**src/rtl/msc_pkg.sv**
```systemverilog
package msc_pkg;

    typedef enum logic {
        ST_THREAD  = 1'b0,
        ST_HANDLER = 1'b1
    } mode_state_e;

    typedef enum logic [1:0] {
        RK_NEST        = 2'd0,
        RK_THREAD_MAIN = 2'd1,
        RK_THREAD_PROC = 2'd2,
        RK_BAD         = 2'd3
    } ret_kind_e;

    typedef enum logic [2:0] {
        TR_NONE        = 3'd0,
        TR_ENTER       = 3'd1,
        TR_NEST_ENTER  = 3'd2,
        TR_RET_NEST    = 3'd3,
        TR_RET_THREAD  = 3'd4,
        TR_RET_ILLEGAL = 3'd5,
        TR_CTRL_WRITE  = 3'd6
    } mode_trans_e;

    localparam int CTRL_NPRIV_BIT = 0;
    localparam int CTRL_SPSEL_BIT = 1;

endpackage

```
**src/rtl/msc_ret_decode.sv**
```systemverilog
module msc_ret_decode
    import msc_pkg::*;
#(
    parameter int              CODE_W     = 4,
    parameter logic [CODE_W-1:0] CODE_NEST  = 4'h1,
    parameter logic [CODE_W-1:0] CODE_TMAIN = 4'h9,
    parameter logic [CODE_W-1:0] CODE_TPROC = 4'hD
) (
    input  logic [CODE_W-1:0] code_i,
    output ret_kind_e         kind_o
);

    always_comb begin
        if (code_i == CODE_NEST) begin
            kind_o = RK_NEST;
        end else if (code_i == CODE_TMAIN) begin
            kind_o = RK_THREAD_MAIN;
        end else if (code_i == CODE_TPROC) begin
            kind_o = RK_THREAD_PROC;
        end else begin
            kind_o = RK_BAD;
        end
    end

endmodule

```
**src/rtl/msc_mode_fsm.sv**
```systemverilog
module msc_mode_fsm
    import msc_pkg::*;
#(
    parameter int DEPTH_W = 4
) (
    input  logic        clk,
    input  logic        rst_n,
    input  logic        entry_i,
    input  logic        ret_i,
    input  ret_kind_e   ret_kind_i,
    input  logic        ctrl_wr_i,
    input  logic [1:0]  ctrl_wdata_i,
    output logic        handler_o,
    output logic        priv_o,
    output logic        proc_sel_o,
    output logic [1:0]  ctrl_o,
    output logic        illegal_o
);

    localparam logic [DEPTH_W-1:0] DEPTH_MAX  = '1;
    localparam logic [DEPTH_W-1:0] DEPTH_ZERO = '0;
    localparam logic [DEPTH_W-1:0] DEPTH_ONE  = DEPTH_W'(1);

    mode_state_e        state_q, state_d;
    logic [DEPTH_W-1:0] depth_q, depth_d;
    logic               npriv_q, npriv_d;
    logic               spsel_q, spsel_d;
    logic               illegal_q, illegal_d;
    mode_trans_e        trans;
    logic               ret_ok_nest;
    logic               ret_ok_thread;

    assign ret_ok_nest   = (ret_kind_i == RK_NEST) && (depth_q > DEPTH_ONE);
    assign ret_ok_thread = ((ret_kind_i == RK_THREAD_MAIN) || (ret_kind_i == RK_THREAD_PROC))
                           && (depth_q == DEPTH_ONE);

    // Transition selection: entry beats return, return beats control write.
    always_comb begin
        if (entry_i) begin
            trans = (state_q == ST_THREAD) ? TR_ENTER : TR_NEST_ENTER;
        end else if (ret_i) begin
            if (state_q == ST_HANDLER && ret_ok_nest) begin
                trans = TR_RET_NEST;
            end else if (state_q == ST_HANDLER && ret_ok_thread) begin
                trans = TR_RET_THREAD;
            end else begin
                trans = TR_RET_ILLEGAL;
            end
        end else if (ctrl_wr_i) begin
            trans = TR_CTRL_WRITE;
        end else begin
            trans = TR_NONE;
        end
    end

    always_comb begin
        state_d   = state_q;
        depth_d   = depth_q;
        npriv_d   = npriv_q;
        spsel_d   = spsel_q;
        illegal_d = 1'b0;
        unique case (trans)
            TR_ENTER: begin
                state_d = ST_HANDLER;
                depth_d = DEPTH_ONE;
            end
            TR_NEST_ENTER: begin
                depth_d = (depth_q == DEPTH_MAX) ? depth_q : depth_q + DEPTH_ONE;
            end
            TR_RET_NEST: begin
                depth_d = depth_q - DEPTH_ONE;
            end
            TR_RET_THREAD: begin
                state_d = ST_THREAD;
                depth_d = DEPTH_ZERO;
                spsel_d = (ret_kind_i == RK_THREAD_PROC);
            end
            TR_RET_ILLEGAL: begin
                illegal_d = 1'b1;
            end
            TR_CTRL_WRITE: begin
                if (state_q == ST_HANDLER) begin
                    npriv_d = ctrl_wdata_i[CTRL_NPRIV_BIT];
                end else if (!npriv_q) begin
                    npriv_d = ctrl_wdata_i[CTRL_NPRIV_BIT];
                    spsel_d = ctrl_wdata_i[CTRL_SPSEL_BIT];
                end
            end
            TR_NONE: begin
            end
            default: begin
            end
        endcase
    end

    // State register
    always_ff @(posedge clk or negedge rst_n) begin
        if (!rst_n) begin
            state_q   <= ST_THREAD;
            depth_q   <= DEPTH_ZERO;
            npriv_q   <= 1'b0;
            spsel_q   <= 1'b0;
            illegal_q <= 1'b0;
        end else begin
            state_q   <= state_d;
            depth_q   <= depth_d;
            npriv_q   <= npriv_d;
            spsel_q   <= spsel_d;
            illegal_q <= illegal_d;
        end
    end

    // Outputs
    always_comb begin
        handler_o  = (state_q == ST_HANDLER);
        priv_o     = (state_q == ST_HANDLER) || !npriv_q;
        proc_sel_o = (state_q == ST_THREAD) && spsel_q;
        ctrl_o     = {spsel_q, npriv_q};
        illegal_o  = illegal_q;
    end

    AST_ENTRY_ENTERS_HANDLER: assert property (@(posedge clk) disable iff (!rst_n)
        entry_i |=> (state_q == ST_HANDLER));

    AST_UNPRIV_NO_SELF_RAISE: assert property (@(posedge clk) disable iff (!rst_n)
        (state_q == ST_THREAD && npriv_q && !entry_i) |=> npriv_q);

    AST_THREAD_AT_ZERO_DEPTH: assert property (@(posedge clk) disable iff (!rst_n)
        (state_q == ST_THREAD) |-> (depth_q == DEPTH_ZERO));

    AST_ILLEGAL_NO_CHANGE: assert property (@(posedge clk) disable iff (!rst_n)
        illegal_q |-> (state_q == $past(state_q) && depth_q == $past(depth_q)));

endmodule

```
**src/rtl/msc_sp_bank.sv**
```systemverilog
module msc_sp_bank #(
    parameter int            SP_W     = 32,
    parameter int            ALIGN_W  = 2,
    parameter logic [SP_W-1:0] MAIN_RST = 32'h2000_0400,
    parameter logic [SP_W-1:0] PROC_RST = 32'h0000_0000
) (
    input  logic            clk,
    input  logic            rst_n,
    input  logic            wr_i,
    input  logic [SP_W-1:0] wdata_i,
    input  logic            sel_proc_i,
    output logic [SP_W-1:0] sp_o
);

    localparam int              NUM_BANKS  = 2;
    localparam logic [SP_W-1:0] ALIGN_MASK = ~((SP_W'(1) << ALIGN_W) - SP_W'(1));

    logic [SP_W-1:0] bank_q [NUM_BANKS];
    logic [SP_W-1:0] wdata_aligned;

    assign wdata_aligned = wdata_i & ALIGN_MASK;

    for (genvar b = 0; b < NUM_BANKS; b++) begin : g_bank
        localparam logic [SP_W-1:0] RST_VAL = (b == 0) ? MAIN_RST : PROC_RST;
        logic hit;
        assign hit = wr_i && (sel_proc_i == (b == 1));
        always_ff @(posedge clk or negedge rst_n) begin
            if (!rst_n) begin
                bank_q[b] <= RST_VAL & ALIGN_MASK;
            end else if (hit) begin
                bank_q[b] <= wdata_aligned;
            end
        end
    end

    assign sp_o = sel_proc_i ? bank_q[1] : bank_q[0];

    AST_SP_WORD_ALIGNED: assert property (@(posedge clk) disable iff (!rst_n)
        sp_o[ALIGN_W-1:0] == '0);

    AST_IDLE_BANK_HOLDS: assert property (@(posedge clk) disable iff (!rst_n)
        (wr_i && !sel_proc_i) |=> $stable(bank_q[1]));

endmodule

```
**src/rtl/msc_mode_stack.sv**
```systemverilog
module msc_mode_stack
    import msc_pkg::*;
#(
    parameter int              SP_W        = 32,
    parameter int              CODE_W      = 4,
    parameter int              DEPTH_W     = 4,
    parameter logic [SP_W-1:0] MAIN_SP_RST = 32'h2000_0400,
    parameter logic [SP_W-1:0] PROC_SP_RST = 32'h0000_0000,
    parameter logic [CODE_W-1:0] CODE_NEST  = 4'h1,
    parameter logic [CODE_W-1:0] CODE_TMAIN = 4'h9,
    parameter logic [CODE_W-1:0] CODE_TPROC = 4'hD
) (
    input  logic              clk,
    input  logic              rst_n,
    input  logic              exc_entry_i,
    input  logic              exc_return_i,
    input  logic [CODE_W-1:0] exc_ret_code_i,
    input  logic              ctrl_wr_i,
    input  logic [1:0]        ctrl_wdata_i,
    input  logic              sp_wr_i,
    input  logic [SP_W-1:0]   sp_wdata_i,
    output logic              handler_mode_o,
    output logic              privileged_o,
    output logic              proc_stack_o,
    output logic [1:0]        ctrl_o,
    output logic [SP_W-1:0]   sp_o,
    output logic              illegal_ret_o
);

    ret_kind_e ret_kind;

    msc_ret_decode #(
        .CODE_W     (CODE_W),
        .CODE_NEST  (CODE_NEST),
        .CODE_TMAIN (CODE_TMAIN),
        .CODE_TPROC (CODE_TPROC)
    ) u_decode (
        .code_i (exc_ret_code_i),
        .kind_o (ret_kind)
    );

    msc_mode_fsm #(
        .DEPTH_W (DEPTH_W)
    ) u_fsm (
        .clk          (clk),
        .rst_n        (rst_n),
        .entry_i      (exc_entry_i),
        .ret_i        (exc_return_i),
        .ret_kind_i   (ret_kind),
        .ctrl_wr_i    (ctrl_wr_i),
        .ctrl_wdata_i (ctrl_wdata_i),
        .handler_o    (handler_mode_o),
        .priv_o       (privileged_o),
        .proc_sel_o   (proc_stack_o),
        .ctrl_o       (ctrl_o),
        .illegal_o    (illegal_ret_o)
    );

    msc_sp_bank #(
        .SP_W     (SP_W),
        .ALIGN_W  (2),
        .MAIN_RST (MAIN_SP_RST),
        .PROC_RST (PROC_SP_RST)
    ) u_sp (
        .clk        (clk),
        .rst_n      (rst_n),
        .wr_i       (sp_wr_i),
        .wdata_i    (sp_wdata_i),
        .sel_proc_i (proc_stack_o),
        .sp_o       (sp_o)
    );

    AST_ENTRY_PRIV_MAIN: assert property (@(posedge clk) disable iff (!rst_n)
        exc_entry_i |=> (privileged_o && !proc_stack_o));

endmodule

```
**config.mk**
```make
export PLATFORM = sky130hd
export DESIGN_NAME = msc_mode_stack
export DESIGN_NICKNAME = d
export VERILOG_FILES = /design/src/rtl/msc_pkg.sv /design/src/rtl/msc_ret_decode.sv /design/src/rtl/msc_mode_fsm.sv /design/src/rtl/msc_sp_bank.sv /design/src/rtl/msc_mode_stack.sv
export SDC_FILE = /design/constraint.sdc
export NUM_CORES = 1
export LEC_CHECK = 0
export BUFFER_PORTS_ARGS = -buffer_cell sky130_fd_sc_hd__buf_4
export CORE_UTILIZATION = 45
export CTS_BUF_LIST = sky130_fd_sc_hd__clkbuf_16
export CTS_CLUSTER_SIZE = 25
export DETAILED_ROUTE_END_ITERATION = 12
export PLACE_DENSITY = 0.71
export SLEW_MARGIN = 30
export SYNTH_ARGS = -nofsm -noshare
export SYNTH_HDL_FRONTEND = slang
export SYNTH_SLANG_ARGS = --single-unit
export TNS_END_PERCENT = 20
```
**constraint.sdc**
```tcl
create_clock -name clk -period 2.3 [get_ports clk]
set_input_delay 0.345 -clock clk [delete_from_list [all_inputs] [get_ports clk]]
set_output_delay 0.345 -clock clk [all_outputs]
set_load 0.1 [all_outputs]
```
==> results of run 1 <==
[flip-flops by register name (all words and copies together), names as in the netlist]
name             count
u_fsm.depth_q        4
u_fsm.handler_o      1
u_fsm.npriv_q        1
u_fsm.illegal_o      1
u_sp.bank_q         60
u_fsm.spsel_q        1
[worst paths after layout]
check                            startpoint  slack, ns               end  cells past startpoint
setup / recovery            u_fsm.handler_o       0.08           sp_o[4]                      4
hold / removal                        rst_n     -0.002   u_sp.bank_q[27]                      1
setup reg to reg           u_fsm.depth_q[0]       0.34  u_fsm.depth_q[1]                      6
hold reg to reg             u_sp.bank_q[40]       0.49   u_sp.bank_q[40]                      1
max in group asynchronous             rst_n       1.66   u_sp.bank_q[62]                      2
min in group clk              sp_wdata_i[8]       0.26   u_sp.bank_q[40]                      2
[report_power, final]
part,internal (W),switching (W)
sequential,0.00133,0.000109
combinational,0.000361,0.000758
clock,0.000822,0.000472
total,0.00251,0.00134
[metal layers]
metal | routed length, µm | global-route usage [%] | vias up
met4 | 151 | 9.84 | 0
met1 | 3030 | 24.1 | 1073
li1 | - | - | 1023
met2 | 2980 | 28.1 | 56
met3 | 294 | 3.39 | 10
met5 | 0 | 0 | -
[cells in the mapped netlist (all sizes together) (2+ instances only)]
master | instances | share of area, %
a21oi | 3 | 0.45
o21ai | 2 | 0.30
mux2i | 2 | 0.60
a31oi | 3 | 0.57
nand2 | 4 | 0.45
and3 | 2 | 0.38
mux2 | 91 | 31
o31ai | 2 | 0.60
dfrtp | 66 | 50
nand3b | 2 | 0.45
o211ai | 2 | 0.60
dfstp | 2 | 1.6
a211oi | 2 | 0.45
nand4 | 2 | 0.38
nand2b | 4 | 0.98
nand3 | 3 | 0.45
inv | 6 | 0.68
nor2 | 9 | 1.2
buf | 17 | 3.7
ha | 5 | 1.9
[through the flow]
| stage | setup TNS, ns | cells |
|---|---|---|
| after floorplan | -0.537 | 245 |
| after global placement | 0 | 406 |
| after detailed placement | 0 | 406 |
| after CTS | 0 | 422 |
| after global routing | 0 | 422 |
| final | 0 | 422 |
[kinds of logic (layout without fill, tap and decap cells)]
kind of cell	Yosys count	in the layout
muxes	93	93
DFF	68	68
and+or+nand+nor	33	33
buffers and inverters	24	105
AOI/OAI and AO/OA	19	19
adders and majority gates	5	5
other	1	2
xor gates and xnor gates	1	1
[critical path, stage by stage, from the launching register on]
cell,delay [ns]
sky130_fd_sc_hd__dfrtp_2,0.50
sky130_fd_sc_hd__nor2b_4,0.14
sky130_fd_sc_hd__buf_4,0.29
sky130_fd_sc_hd__mux2_2,0.38
sky130_fd_sc_hd__buf_4,0.23
[area by class of cell]
cell class / instances / area share (%)
timing repair buffer: 83 / 14.7
tap: 96 / 2.84
multi-input combinational: 153 / 34.9
clock inverter: 7 / 1.39
sequential: 68 / 40.3
clock buffer: 9 / 5.32
inverter: 6 / 0.532
==> out/results.ini, run 1 <==
[timing]
share_of_the_clock_period_used_by_the_worst_path_after_layout_pct = 96.6
slew_worst_pin_ns = 0.524
setup_repair_after_global_routing_missed_its_margin = false
worst_slack_ns = 0.0792
layout_min_cycle_time_ns = 2.22
timing.fmax_ghz = 0.450
max_slew_margin_pct = 65.0
timing.clock.skew_ns = 0.00579
whs_ns = -0.00197
timing_max_transition_violations_final = 0
report.final.hold_viol_count = 3
setup-violations-final = 0

[global_route]
grt_remaining_overflow = 0
grt_pass1_vias = 2109
grt_use_total_pct = 18.1
grt_pass1_wl_um = 10400
antenna_found_initial = 0
largest_net_degree_at_the_start_of_global_routing = 43

[critical_path]
critical_path_required_ns = 1.96
timing.critical_path.fanout_max = 20
critical_path.endpoint_type = primary output
start_kind = flip-flop
arrival_ns = 1.88
worstSetupPathType = flip-flop to primary output

[power]
leakagePower_nw = 2.01
p_per_cell_area_nw_per_um2 = 909
report.power.total_w = 0.00385
max-vdd-ir-drop_uv = 486

[clock_tree]
clock_sinks = 68
cts.root.buffer_cell = sky130_fd_sc_hd__clkbuf_16
cts_resized = 0
postCtsSetupBuffers = 0
clock_tree_from_tritoncts = done
worst_skew_pair.late_latency_ns = 0.32
cts_buffer_depth = 2
cts_hold_buffers = 0
cts_made_buffers = 9
clk_transition_reported_paths_ns = 0.05
clock_tree.htree_level_count = 3

[synth]
synth_top_flop_cell = sky130_fd_sc_hd__dfrtp_1
synth_cell_types = 43
syn-instance-count = 244
post_synthesis_adder_cell_area_fraction_pct = 1.89
post_synth_mux_area_share_pct = 31.6
synth.yosys.seq_area_share_pct = 51.4
synth_compound_area_share_pct = 4.38
combinational_family_with_the_most_area_after_synthesis = multiplexers
synth_xor_xnor_area_share_pct = 0.264
synth.cell_area_um2 = 3320
synth_simple_gate_area_share_pct = 5.88
synth.avg_cell_area_um2 = 13.6
yosysWarnings = 0
ys_ff_latch = 68
asyncSetResetFlopFracSynth_pct = 100
number_of_enable_flip_flop_cells_after_synthesis = 0

[final_layout]
antenna_diode_instance_count = 0
fraction_of_final_layout_cells_sized_beyond_drive_strength_1_pct = 60.7
fin_util_pct = 60.9
fillCellCount = 567
area_delta_synth_final_pct = 27.5
layout.cells.most_common_list = 89 x sky130_fd_sc_hd__mux2_2, 83 x sky130_fd_sc_hd__buf_4, 65 x sky130_fd_sc_hd__dfrtp_1
sequential_area_um2 = 1710
area_taken_by_multi_input_logic_gates_um2 = 1480
number_of_nets_in_the_layout = 370
layout.cells.most_common = sky130_fd_sc_hd__mux2_2
design_area_um2 = 4230

[placement]
detailed_place.area_um2 = 3950
gp_routability_congestion = 0.860
detailedPlace.worstSlack_ns = 0.177
hpwl_um = 4410
port-buffer-count = 77

[drt]
post_drt_wl_per_cell_um = 15.3
vias = 2162
drt-total-wl_um = 6460
viasPerCell = 5.12
drcViolationCount = 0
initialDrtViolationCount = 55
final_antenna_net_count = 0
drt_pass1_iterations = 4

[job]
max-cap-violations = 0

[floorplanning]
initial_utilization_pct = 47.8
core_region_area_um2 = 6940
die_area_um2 = 7720
floorplan_die_width_um = 87.9
floorplan.die.height_um = 87.9
design.portCount = 82
num_rows = 30

[hold_path]
timing.hold.worst.class = input pin to asynchronous set/reset pin

[status]
status = finished with violations
failed_checks = hold timing

Power figures use the tool's default switching activity.
==> inputs of run 2 (changes only) <==
--- a/config.mk
+++ b/config.mk
@@ -6,11 +6,14 @@
 export NUM_CORES = 1
 export LEC_CHECK = 0
 export BUFFER_PORTS_ARGS = -buffer_cell sky130_fd_sc_hd__buf_4
-export CORE_UTILIZATION = 45
+export CELL_PAD_IN_SITES_DETAIL_PLACEMENT = 0
+export CELL_PAD_IN_SITES_GLOBAL_PLACEMENT = 1
+export CORE_UTILIZATION = 43
 export CTS_BUF_LIST = sky130_fd_sc_hd__clkbuf_16
 export CTS_CLUSTER_SIZE = 25
 export DETAILED_ROUTE_END_ITERATION = 12
-export PLACE_DENSITY = 0.71
+export HOLD_SLACK_MARGIN = 0.12
+export PLACE_DENSITY = 0.82
 export SLEW_MARGIN = 30
 export SYNTH_ARGS = -nofsm -noshare
 export SYNTH_HDL_FRONTEND = slang
==> constraint.sdc (replaced) <==
create_clock -name clk -period 2.3 [get_ports clk]
set_input_delay 0.345 -clock clk [delete_from_list [all_inputs] [get_ports clk]]
set_output_delay 0.345 -clock clk [all_outputs]
set_load 0.02 [all_outputs]
==> run 2 against run 1 <==
Effect of this change: the run now ends clean; cell count grew 0.95%; clock power grew 3%; utilization fell by 3.1 points; sequential power barely moved; critical path type unchanged; largest power group unchanged.
==> out/results.ini, run 2 (synthesis gave the netlist of run 1 again) <==
[floorplanning]
core_region_area_um2 = 7370  ; +6.1%
initial_utilization_pct = 45.0  ; -2.8 points
floorplan.die.height_um = 89.8  ; +2.2%
die_area_um2 = 8070  ; +4.5%
design.portCount = 82  ; unchanged
num_rows = 31  ; +3.3%
floorplan_die_width_um = 89.8  ; +2.2%

[timing]
report.final.hold_viol_count = 0  ; -3
timing_max_transition_violations_final = 0  ; unchanged
timing.clock.skew_ns = 0.00735  ; +0.00157 ns
setup-violations-final = 0  ; unchanged
max_slew_margin_pct = 43.3  ; -22 points
share_of_the_clock_period_used_by_the_worst_path_after_layout_pct = 90.3  ; -6.2 points
setup_repair_after_global_routing_missed_its_margin = false
timing.fmax_ghz = 0.481  ; +6.9%
setup_tns_ns = 0  ; unchanged
slew_worst_pin_ns = 0.851  ; +0.327 ns
layout_min_cycle_time_ns = 2.08  ; -0.144 ns

[final_layout]
layout.cells.most_common_list = 89 x sky130_fd_sc_hd__mux2_2, 83 x sky130_fd_sc_hd__buf_4, 66 x sky130_fd_sc_hd__dfrtp_1
design_area_um2 = 4260  ; +0.74%
layout.cells.most_common = sky130_fd_sc_hd__mux2_2
area_delta_synth_final_pct = 28.5
fin_util_pct = 57.8  ; -3.1 points
largest_register_ffs = 60  ; unchanged
fraction_of_final_layout_cells_sized_beyond_drive_strength_1_pct = 61.2  ; +0.43 points
largest_registers = u_sp.bank_q: 60 flops, u_fsm.depth_q: 4 flops
largest_register = u_sp.bank_q
number_of_nets_in_the_layout = 371  ; +0.27%
antenna_diode_instance_count = 0  ; unchanged
fillCellCount = 623  ; +9.9%

[drt]
viasPerCell = 5.16  ; +0.71%
drt_pass1_iterations = 4  ; unchanged
post_drt_wl_per_cell_um = 15.1  ; -1.2%
initialDrtViolationCount = 29  ; -47%
drt-total-wl_um = 6440  ; -0.25%
vias = 2198  ; +1.7%
drcViolationCount = 0  ; unchanged
final_antenna_net_count = 0  ; unchanged

[critical_path]
crit_path_cell_trace = nor2b_4 -> buf_4 -> mux2_2 -> buf_4
crit-reg2reg-launch = u_fsm.depth_q[0]
r2r_setup_slack_ns = 0.33  ; about the same
worstSetupPathType = flip-flop to primary output
timing.critical_path.fanout_max = 11  ; -45%
crit_buf_inv = 2  ; unchanged
r2r.worst_path.cells = 6  ; unchanged
critical_path_required_ns = 1.96  ; about the same
path_common_cell = sky130_fd_sc_hd__buf_4
slowest_delay_ns = 0.39  ; -0.11 ns
slowest_stage = sky130_fd_sc_hd__dfrtp_1
timing.rr.end = u_fsm.depth_q[1]
arrival_ns = 1.73  ; -0.15 ns
start_kind = flip-flop
critical-path-top-delay-family = buffers and inverters
critical_path.endpoint_type = primary output

[clock_tree]
worst_skew_pair.late_latency_ns = 0.33  ; about the same
cts_buffer_depth = 2  ; unchanged
clock_sinks = 68  ; unchanged
cts_made_buffers = 9  ; unchanged
clock_tree.htree_level_count = 3  ; unchanged
clock_tree_from_tritoncts = done
clk_transition_reported_paths_ns = 0.05  ; about the same
cts.root.buffer_cell = sky130_fd_sc_hd__clkbuf_16

[power]
max-vdd-ir-drop_uv = 402  ; -17%
leakagePower_nw = 2.02  ; +0.29%
p_per_cell_area_nw_per_um2 = 809  ; -11%

[placement]
port-buffer-count = 77  ; unchanged
hpwl_um = 4230  ; -4.0%
gp_routability_congestion = 0.794  ; -7.6%
detailed_place.area_um2 = 3950  ; +0.19%

[global_route]
grt_pass1_vias = 2262  ; +7.3%
grt_use_total_pct = 17.5  ; -0.65 points
grt_pass1_wl_um = 11000  ; +5.7%
largest_net_degree_at_the_start_of_global_routing = 69  ; +60%
antenna_found_initial = 0  ; unchanged
grt_remaining_overflow = 0  ; unchanged

[job]
max-cap-violations = 0  ; unchanged

[hold_path]
timing.hold.worst.class = input pin to asynchronous set/reset pin

[status]
status = complete, no violations

-- run 2: per-stage QoR --
stage	total power [W]	setup slack [ns]	instances	hold WS [ns]
after floorplan	0.00191	0.387	245	0.0494
after global placement	0.00213	0.192	408	0.473
after detailed placement	0.00214	0.193	408	0.481
after CTS	0.00349	0.0509	424	0.160
after global routing	0.00363	0.153	426	0.194
final	0.00345	0.223	426	0.118
-- run 2: final cells by class --
cell class / count / area, µm² / area share [%]
clock buffers: 9 / 225 / 5.28
clock inverters: 7 / 67.6 / 1.59
inverters: 6 / 22.5 / 0.528
multi-input cells: 153 / 1480 / 34.6
flip-flops and latches: 68 / 1700 / 40.0
well taps: 99 / 124 / 2.91
repair buffers: 84 / 643 / 15.1
-- run 2: worst reg2reg max path, stage by stage, from the launching register on --
cell                      delay (ns)
sky130_fd_sc_hd__dfrtp_1        0.52
sky130_fd_sc_hd__inv_1          0.08
sky130_fd_sc_hd__ha_1           0.24
sky130_fd_sc_hd__or2_2          0.33
sky130_fd_sc_hd__a21oi_1        0.16
sky130_fd_sc_hd__o31a_2         0.22
sky130_fd_sc_hd__mux2_4         0.31
-- run 2: how the worst max path moves through the flow --
stage,startpoint,to,slack [ns],depth (start not counted)
floorplan,exc_ret_code_i[1],u_fsm.depth_q[1],0.39,7
global placement,exc_ret_code_i[1],u_fsm.depth_q[1],0.19,8
detailed placement,exc_ret_code_i[1],u_fsm.depth_q[1],0.19,8
CTS,u_fsm.spsel_q,sp_o[5],0.05,4
global route,u_fsm.spsel_q,sp_o[5],0.15,4
finish,u_fsm.spsel_q,sp_o[5],0.22,4
-- run 2: per-layer routing --
metal / up-vias / track usage, % / share of wire [%]
li1: 1030 / - / -
met2: 52 / 28.5 / 48
met3: 12 / 3.38 / 4.0
met5: - / 0 / 0
met4: 0 / 9.02 / 2.0
met1: 1104 / 22.1 / 46
-- run 2: report_power, final --
part / total, W / leakage (nW) / switching, W / internal (W)
Sequential: 0.00143 / 0.861 / 0.000106 / 0.00132
Combinational: 0.000692 / 1.02 / 0.000335 / 0.000357
Clock: 0.00133 / 0.139 / 0.000496 / 0.000832
-- run 2: timing repair --
action,in CTS,in global routing
hold buffers,0,0
resized for setup,0,0
setup endpoints to repair,0,10
setup buffers,0,2
